<file path="config.mk">
export PLATFORM = sky130hd
export DESIGN_NAME = tmr_chan
export DESIGN_NICKNAME = d
export VERILOG_FILES = /design/src/rtl/tmr_chan_pkg.sv /design/src/rtl/tmr_chan_sync.sv /design/src/rtl/tmr_chan_evt.sv /design/src/rtl/tmr_chan_flag.sv /design/src/rtl/tmr_chan.sv
export SDC_FILE = /design/constraint.sdc
export NUM_CORES = 1
export LEC_CHECK = 0
export BUFFER_PORTS_ARGS = -buffer_cell sky130_fd_sc_hd__buf_2
export CAP_MARGIN = 20
export CORE_UTILIZATION = 48
export DETAILED_ROUTE_END_ITERATION = 16
export PLACE_DENSITY_LB_ADDON = 0.15
export SYNTH_ARGS = -nofsm -noshare
export SYNTH_HDL_FRONTEND = slang
export SYNTH_SLANG_ARGS = --single-unit
</file>
<file path="constraint.sdc">
create_clock -name clk -period 2.2 [get_ports clk]
set_input_delay 0.22 -clock clk [delete_from_list [all_inputs] [get_ports clk]]
set_output_delay 0.22 -clock clk [all_outputs]
set_load 0.02 [all_outputs]
</file>
<file path="src/rtl/tmr_chan_pkg.sv">
package tmr_chan_pkg;

  typedef enum logic [1:0] {
    MODE_CAPTURE = 2'b00,
    MODE_COMPARE = 2'b01,
    MODE_EPWM    = 2'b10,
    MODE_CPWM    = 2'b11
  } chan_mode_e;

  localparam logic [1:0] EDGE_NONE = 2'b00;
  localparam logic [1:0] EDGE_RISE = 2'b01;
  localparam logic [1:0] EDGE_FALL = 2'b10;
  localparam logic [1:0] EDGE_BOTH = 2'b11;

  localparam logic ADDR_STATUS = 1'b0;
  localparam logic ADDR_VALUE  = 1'b1;

  // Decide whether a transition between two sampled levels is one the
  // edge select asks for.
  function automatic logic edge_hit(input logic [1:0] sel,
                                    input logic now_lvl,
                                    input logic old_lvl);
    logic rise, fall;
    rise = now_lvl & ~old_lvl;
    fall = ~now_lvl & old_lvl;
    case (sel)
      EDGE_RISE: edge_hit = rise;
      EDGE_FALL: edge_hit = fall;
      EDGE_BOTH: edge_hit = rise | fall;
      default:   edge_hit = 1'b0;
    endcase
  endfunction

endpackage

</file>
<file path="src/rtl/tmr_chan_sync.sv">
module tmr_chan_sync #(
  parameter int STAGES = 2
) (
  input  logic       clk,
  input  logic       rst_n,
  input  logic       pin_async,
  input  logic [1:0] edge_sel,
  output logic       pin_sync,
  output logic       edge_pulse
);
  import tmr_chan_pkg::*;

  localparam int CHAIN = STAGES + 1;

  logic [CHAIN-1:0] chain_q;

  always_ff @(posedge clk) begin
    if (!rst_n) chain_q[0] <= 1'b0;
    else        chain_q[0] <= pin_async;
  end

  generate
    for (genvar i = 1; i < CHAIN; i++) begin : g_stage
      always_ff @(posedge clk) begin
        if (!rst_n) chain_q[i] <= 1'b0;
        else        chain_q[i] <= chain_q[i-1];
      end
    end
  endgenerate

  assign pin_sync   = chain_q[STAGES-1];
  assign edge_pulse = edge_hit(edge_sel, chain_q[STAGES-1], chain_q[STAGES]);

endmodule

</file>
<file path="src/rtl/tmr_chan_evt.sv">
module tmr_chan_evt #(
  parameter int W = 16
) (
  input  tmr_chan_pkg::chan_mode_e mode,
  input  logic [W-1:0]             cnt_val,
  input  logic                     cnt_dn,
  input  logic [W-1:0]             ch_val,
  input  logic                     cap_edge,
  input  logic                     out_q,
  output logic                     match,
  output logic                     cap_evt,
  output logic                     set_evt,
  output logic                     duty_start,
  output logic                     duty_end,
  output logic                     out_d
);
  import tmr_chan_pkg::*;

  function automatic logic below(input logic [W-1:0] c, input logic [W-1:0] v);
    below = (c < v);
  endfunction

  always_comb begin
    match      = (cnt_val == ch_val);
    cap_evt    = (mode == MODE_CAPTURE) && cap_edge;
    set_evt    = (mode == MODE_CAPTURE) ? cap_edge : match;
    duty_start = (mode == MODE_CPWM) && match && cnt_dn;
    duty_end   = (mode == MODE_CPWM) && match && !cnt_dn;
    case (mode)
      MODE_CAPTURE: out_d = out_q;
      MODE_COMPARE: out_d = match ? ~out_q : out_q;
      default:      out_d = below(cnt_val, ch_val);
    endcase
  end

endmodule

</file>
<file path="src/rtl/tmr_chan_flag.sv">
module tmr_chan_flag (
  input  logic clk,
  input  logic rst_n,
  input  logic set_evt,
  input  logic rd_status,
  input  logic wr_status,
  input  logic wr_bit0,
  output logic flag,
  output logic armed,
  output logic clr_ok
);
  logic flag_d, armed_d;

  always_comb begin
    clr_ok = wr_status && !wr_bit0 && armed;
    if (set_evt)     flag_d = 1'b1;
    else if (clr_ok) flag_d = 1'b0;
    else             flag_d = flag;

    if (!flag_d)                armed_d = 1'b0;
    else if (rd_status && flag) armed_d = 1'b1;
    else if (wr_status)         armed_d = 1'b0;
    else                        armed_d = armed;
  end

  always_ff @(posedge clk) begin
    if (!rst_n) begin
      flag  <= 1'b0;
      armed <= 1'b0;
    end else begin
      flag  <= flag_d;
      armed <= armed_d;
    end
  end

endmodule

</file>
<file path="src/rtl/tmr_chan.sv">
module tmr_chan #(
  parameter int W         = 16,
  parameter int SYNC_DEPTH = 2
) (
  input  logic         clk,
  input  logic         rst_n,
  input  logic [W-1:0] cnt_val,
  input  logic         cnt_dn,
  input  logic [1:0]   mode,
  input  logic [1:0]   edge_sel,
  input  logic         cap_pin,
  input  logic         irq_en,
  input  logic         bus_addr,
  input  logic         bus_rd,
  input  logic         bus_wr,
  input  logic [W-1:0] bus_wdata,
  output logic [W-1:0] bus_rdata,
  output logic         ch_out,
  output logic         irq
);
  import tmr_chan_pkg::*;

  localparam int STAT_BITS = 2;

  chan_mode_e   mode_e;
  logic [W-1:0] ch_val;
  logic         pin_sync, cap_edge;
  logic         match, cap_evt, set_evt, duty_start, duty_end, out_d;
  logic         rd_status, wr_status, wr_value;
  logic         flag, armed, clr_ok;

  assign mode_e    = chan_mode_e'(mode);
  assign rd_status = bus_rd && (bus_addr == ADDR_STATUS);
  assign wr_status = bus_wr && (bus_addr == ADDR_STATUS);
  assign wr_value  = bus_wr && (bus_addr == ADDR_VALUE);

  tmr_chan_sync #(.STAGES(SYNC_DEPTH)) u_sync (
    .clk        (clk),
    .rst_n      (rst_n),
    .pin_async  (cap_pin),
    .edge_sel   (edge_sel),
    .pin_sync   (pin_sync),
    .edge_pulse (cap_edge)
  );

  tmr_chan_evt #(.W(W)) u_evt (
    .mode       (mode_e),
    .cnt_val    (cnt_val),
    .cnt_dn     (cnt_dn),
    .ch_val     (ch_val),
    .cap_edge   (cap_edge),
    .out_q      (ch_out),
    .match      (match),
    .cap_evt    (cap_evt),
    .set_evt    (set_evt),
    .duty_start (duty_start),
    .duty_end   (duty_end),
    .out_d      (out_d)
  );

  tmr_chan_flag u_flag (
    .clk       (clk),
    .rst_n     (rst_n),
    .set_evt   (set_evt),
    .rd_status (rd_status),
    .wr_status (wr_status),
    .wr_bit0   (bus_wdata[0]),
    .flag      (flag),
    .armed     (armed),
    .clr_ok    (clr_ok)
  );

  // Capture has priority over a software write in the same cycle.
  always_ff @(posedge clk) begin
    if (!rst_n)        ch_val <= '0;
    else if (cap_evt)  ch_val <= cnt_val;
    else if (wr_value) ch_val <= bus_wdata;
  end

  always_ff @(posedge clk) begin
    if (!rst_n) ch_out <= 1'b0;
    else        ch_out <= out_d;
  end

  always_comb begin
    if (bus_addr == ADDR_VALUE) bus_rdata = ch_val;
    else bus_rdata = {{(W-STAT_BITS){1'b0}}, ch_out, flag};
  end

  assign irq = flag && irq_en;

endmodule

</file>
==> summary.txt <==
Run status
  • Result of the run: finished clean

Floorplanning
  • FP Rows: 20
  • Die Outline Area: 3453 um^2
  • Initial Util: 0.5066
  • Core ar.: 3053 um^2
  • I/O Pins: 62
  • Vert. Die Dim: 58.76 um
  • Die boundary width: 58.76 um

STA
  • Hold Vio Cnt, Final: 0
  • Transition at the pin with the smallest max-transition slack: 559.7 ps
  • Post-route worst hold slack: 109.2 ps
  • Final Setup Violations: 0
  • Clock skew: 0.7816 ps
  • Slack of the critical path: 438.9 ps
  • Worst max-slew margin expressed relative to the limit: 0.6245
  • Final worst path period share: 0.8005
  • Final sum of negative setup slack: 0 ps
  • Slew Limit Fails: 0
  • RSZ-0062 raised after global routing: false
  • Clock period minus final worst setup slack: 1761 ps
  • Fmax achieved: 0.5678 GHz

Clock network
  • Gates resized, CTS repair: 0
  • Clk pin slew, worst setup/hold paths: 120 ps
  • Buffers inserted during post-CTS setup optimization: 0
  • Number of levels the H-tree was split into: 1
  • Clk sink count: 22
  • Largest buffer count on any clock path: 2
  • Root buffer cell: sky130_fd_sc_hd__clkbuf_4
  • TritonCTS clock tree: done
  • Skew-Pair Late Insertion Delay: 310 ps
  • Hold-fix buffers at CTS: 0
  • Total clock buffers created by CTS: 3

Power
  • Power density over the cells: 443.1 nW/um^2
  • Worst IR drop on VDD: 239.4 uV
  • Standby leakage power: 0.8547 nW

Synth
  • Number of different library cells in the post-synthesis netlist: 29
  • Register area share after synthesis: 0.2848
  • EDFF count, synth: 0
  • Post-synthesis compound-gate area fraction: 0.1885
  • Share of cell area taken by muxes after synthesis: 0.01456
  • Area of the mapped netlist: 1546 um^2
  • Share of synthesized registers carrying an async set or reset: 0
  • Adder-cell share of the synthesized area: 0.1456
  • Top cells by area in the synthesized netlist: sky130_fd_sc_hd__dfxtp_1 (28%), sky130_fd_sc_hd__ha_1 (15%), sky130_fd_sc_hd__a311oi_1 (9.1%)
  • Xor/xnor share of the synthesized area: 0
  • Post-synth top area share: 0.2848
  • Leading register cell type out of synthesis: sky130_fd_sc_hd__dfxtp_1
  • Number of warnings issued by yosys: 0
  • Dominant combinational cell family by area after synthesis: simple AND/OR/NAND/NOR gates
  • Register bit count reported by yosys: 22
  • Simple-gate area share of the yosys netlist: 0.2832
  • Post-synth top area cell: sky130_fd_sc_hd__dfxtp_1
  • Synthesized Nets: 263
  • Mean instance size in the synthesized netlist: 7.694 um^2
  • Synth Instances: 201

Drt
  • Detail-routed net length per standard cell: 11.47 um
  • Final ANT Viol Nets: 0
  • Via total after detailed routing: 1527
  • Violation count after the first detailed-route iteration: 62
  • Routed wire length: 3.452 mm
  • Via density: 5.073
  • Final routed DRC violation total: 0
  • Pre-Repair DR Iteration Count: 4

Critical path
  • Max FO, Critical Path: 3
  • Ordered list of cells on the worst path: inv_1 > ha_1 > nand4_1 > nor4_2 > a21boi_1 > a211oi_1 > o21a_1
  • Capture point of the critical path: ch_out$_SDFFE_PN0P_
  • Launching element type of the critical path: flip-flop
  • Critical path arrival: 1980 ps
  • Launch point of the critical path: ch_val[7]$_SDFFE_PN0P_
  • Number of cell instances on the worst register-to-register path: 7
  • Reg-to-reg critical path endpoint: ch_out$_SDFFE_PN0P_
  • Worst reg2reg startpoint: ch_val[7]$_SDFFE_PN0P_
  • Cell at the slowest stage of the critical path: sky130_fd_sc_hd__nor4_2
  • Slack of the worst reg-to-reg path: 440 ps
  • CP Class: flip-flop to flip-flop
  • Worst setup EP type: flip-flop
  • CP max stage delay: 390 ps
  • Critical path required time: 2420 ps

Min path
  • Tightest Hold Check Type: input pin to flip-flop

Placed design
  • Placer congestion estimate: 0.7980
  • Port bufs: 60
  • Final HPWL DP: 2.619 mm
  • Post-Place Worst Slack: 445.4 ps

Final layout
  • Number of nets in the layout: 321
  • Share of post-route cells with drive strength above 1: 0.2840
  • Register cell area after layout: 440.4 um^2
  • Fill cell count: 318
  • Area growth, synth to finish: 22.90%
  • Most common library cell in the layout ignoring fill and taps: sky130_fd_sc_hd__buf_2
  • Commonest cells after routing, fill and taps aside: sky130_fd_sc_hd__buf_2 (60), sky130_fd_sc_hd__nand2_1 (25), sky130_fd_sc_hd__nor2_1 (22), sky130_fd_sc_hd__dfxtp_1 (22), sky130_fd_sc_hd__inv_1 (19)
  • Multi-input combinational cell area: 977.2 um^2
  • Antenna Diode Count: 0

Global routing
  • Vias in the first global route: 1350
  • Initial antenna violation count: 0
  • Overall fraction of global-route tracks in use: 0.2126
  • Leftover overflow at the end of global routing: 0
  • First-pass GRT wire length: 5.706 mm
  • Largest net degree at the start of global routing: 34

Flow run
  • Total of max-cap violations: 0
[how the worst min path moves through the flow]
stage	from	end	slack [ps]	cells after the start
5_1_grt	cap_pin	u_sync.chain_q[0]$_SDFF_PN0_	110	2
3_5_place_dp	u_sync.chain_q[0]$_SDFF_PN0_	u_sync.pin_sync$_SDFF_PN0_	430	1
2_1_floorplan	rst_n	u_sync.chain_q[0]$_SDFF_PN0_	340	1
3_3_place_gp	u_sync.chain_q[0]$_SDFF_PN0_	u_sync.pin_sync$_SDFF_PN0_	420	1
4_1_cts	cap_pin	u_sync.chain_q[0]$_SDFF_PN0_	110	2
6_report	cap_pin	u_sync.chain_q[0]$_SDFF_PN0_	110	2
[worst max-delay path, delay by kind of cell (launching register included)]
kind | cells | cell delay, ps
AND/OR/NAND/NOR | 2 | 510
AO/OA/AOI/OAI | 3 | 450
flip-flops | 1 | 360
adder cells (fa/ha/maj) | 1 | 300
buffers and inverters | 1 | 50
[per-stage QoR]
stage	instances	util	instance area (um^2)	total power, mW
6_report	301	0.6225	1901	0.8421
5_1_grt	301	0.6225	1901	0.8950
4_1_cts	301	0.6225	1901	0.8471
3_5_place_dp	298	0.6152	1878	0.6633
3_3_place_gp	298	0.6152	1878	0.6601
2_1_floorplan	201	-	1546	0.5778
[cell usage after synthesis (all sizes together) (3+ instances only)]
master,number
a21oi,7
o21ai,4
clkbuf,5
nand2,25
ha,18
nor2,22
nand2b,5
and2,18
dfxtp,22
nand3,16
inv,19
a311oi,16
buf,6
nand4,3
[kinds of logic after synthesis]
kind of cell    after synthesis
mux                           2
compound gates               37
simple gates                 91
buf+inv                      31
flops                        22
fa+ha+maj                    18
[where the power goes]
part | switching (mW) | leakage (nW) | total (mW) | internal [mW]
Clock | 0.123 | 0.0138 | 0.187 | 0.0640
Combinational | 0.122 | 0.661 | 0.222 | 0.0997
Sequential | 0.0135 | 0.180 | 0.433 | 0.419
Total | 0.259 | 0.855 | 0.842 | 0.583
[layout make-up]
class	count	share of cell area
well taps	44	0.02897
flip-flops and latches	22	0.2317
clock buffers	3	0.01185
repair buffers	64	0.1738
inverters	20	0.03950
multi-input cells	148	0.5142
[sequential cells by signal, indices dropped and copies added, names as in the netlist]
register / count
ch_val: 16
u_sync.chain_q: 2
ch_out: 1
u_flag.armed: 1
u_flag.flag: 1
u_sync.pin_sync: 1
[routing by layer]
layer	wire length [um]	GRT usage	up-vias
met5	0	0	-
met4	40	0.07823	0
met3	128	0.02198	5
met2	1534	0.3474	36
met1	1749	0.2892	679
li1	-	-	807
Power figures use the tool's default switching activity.
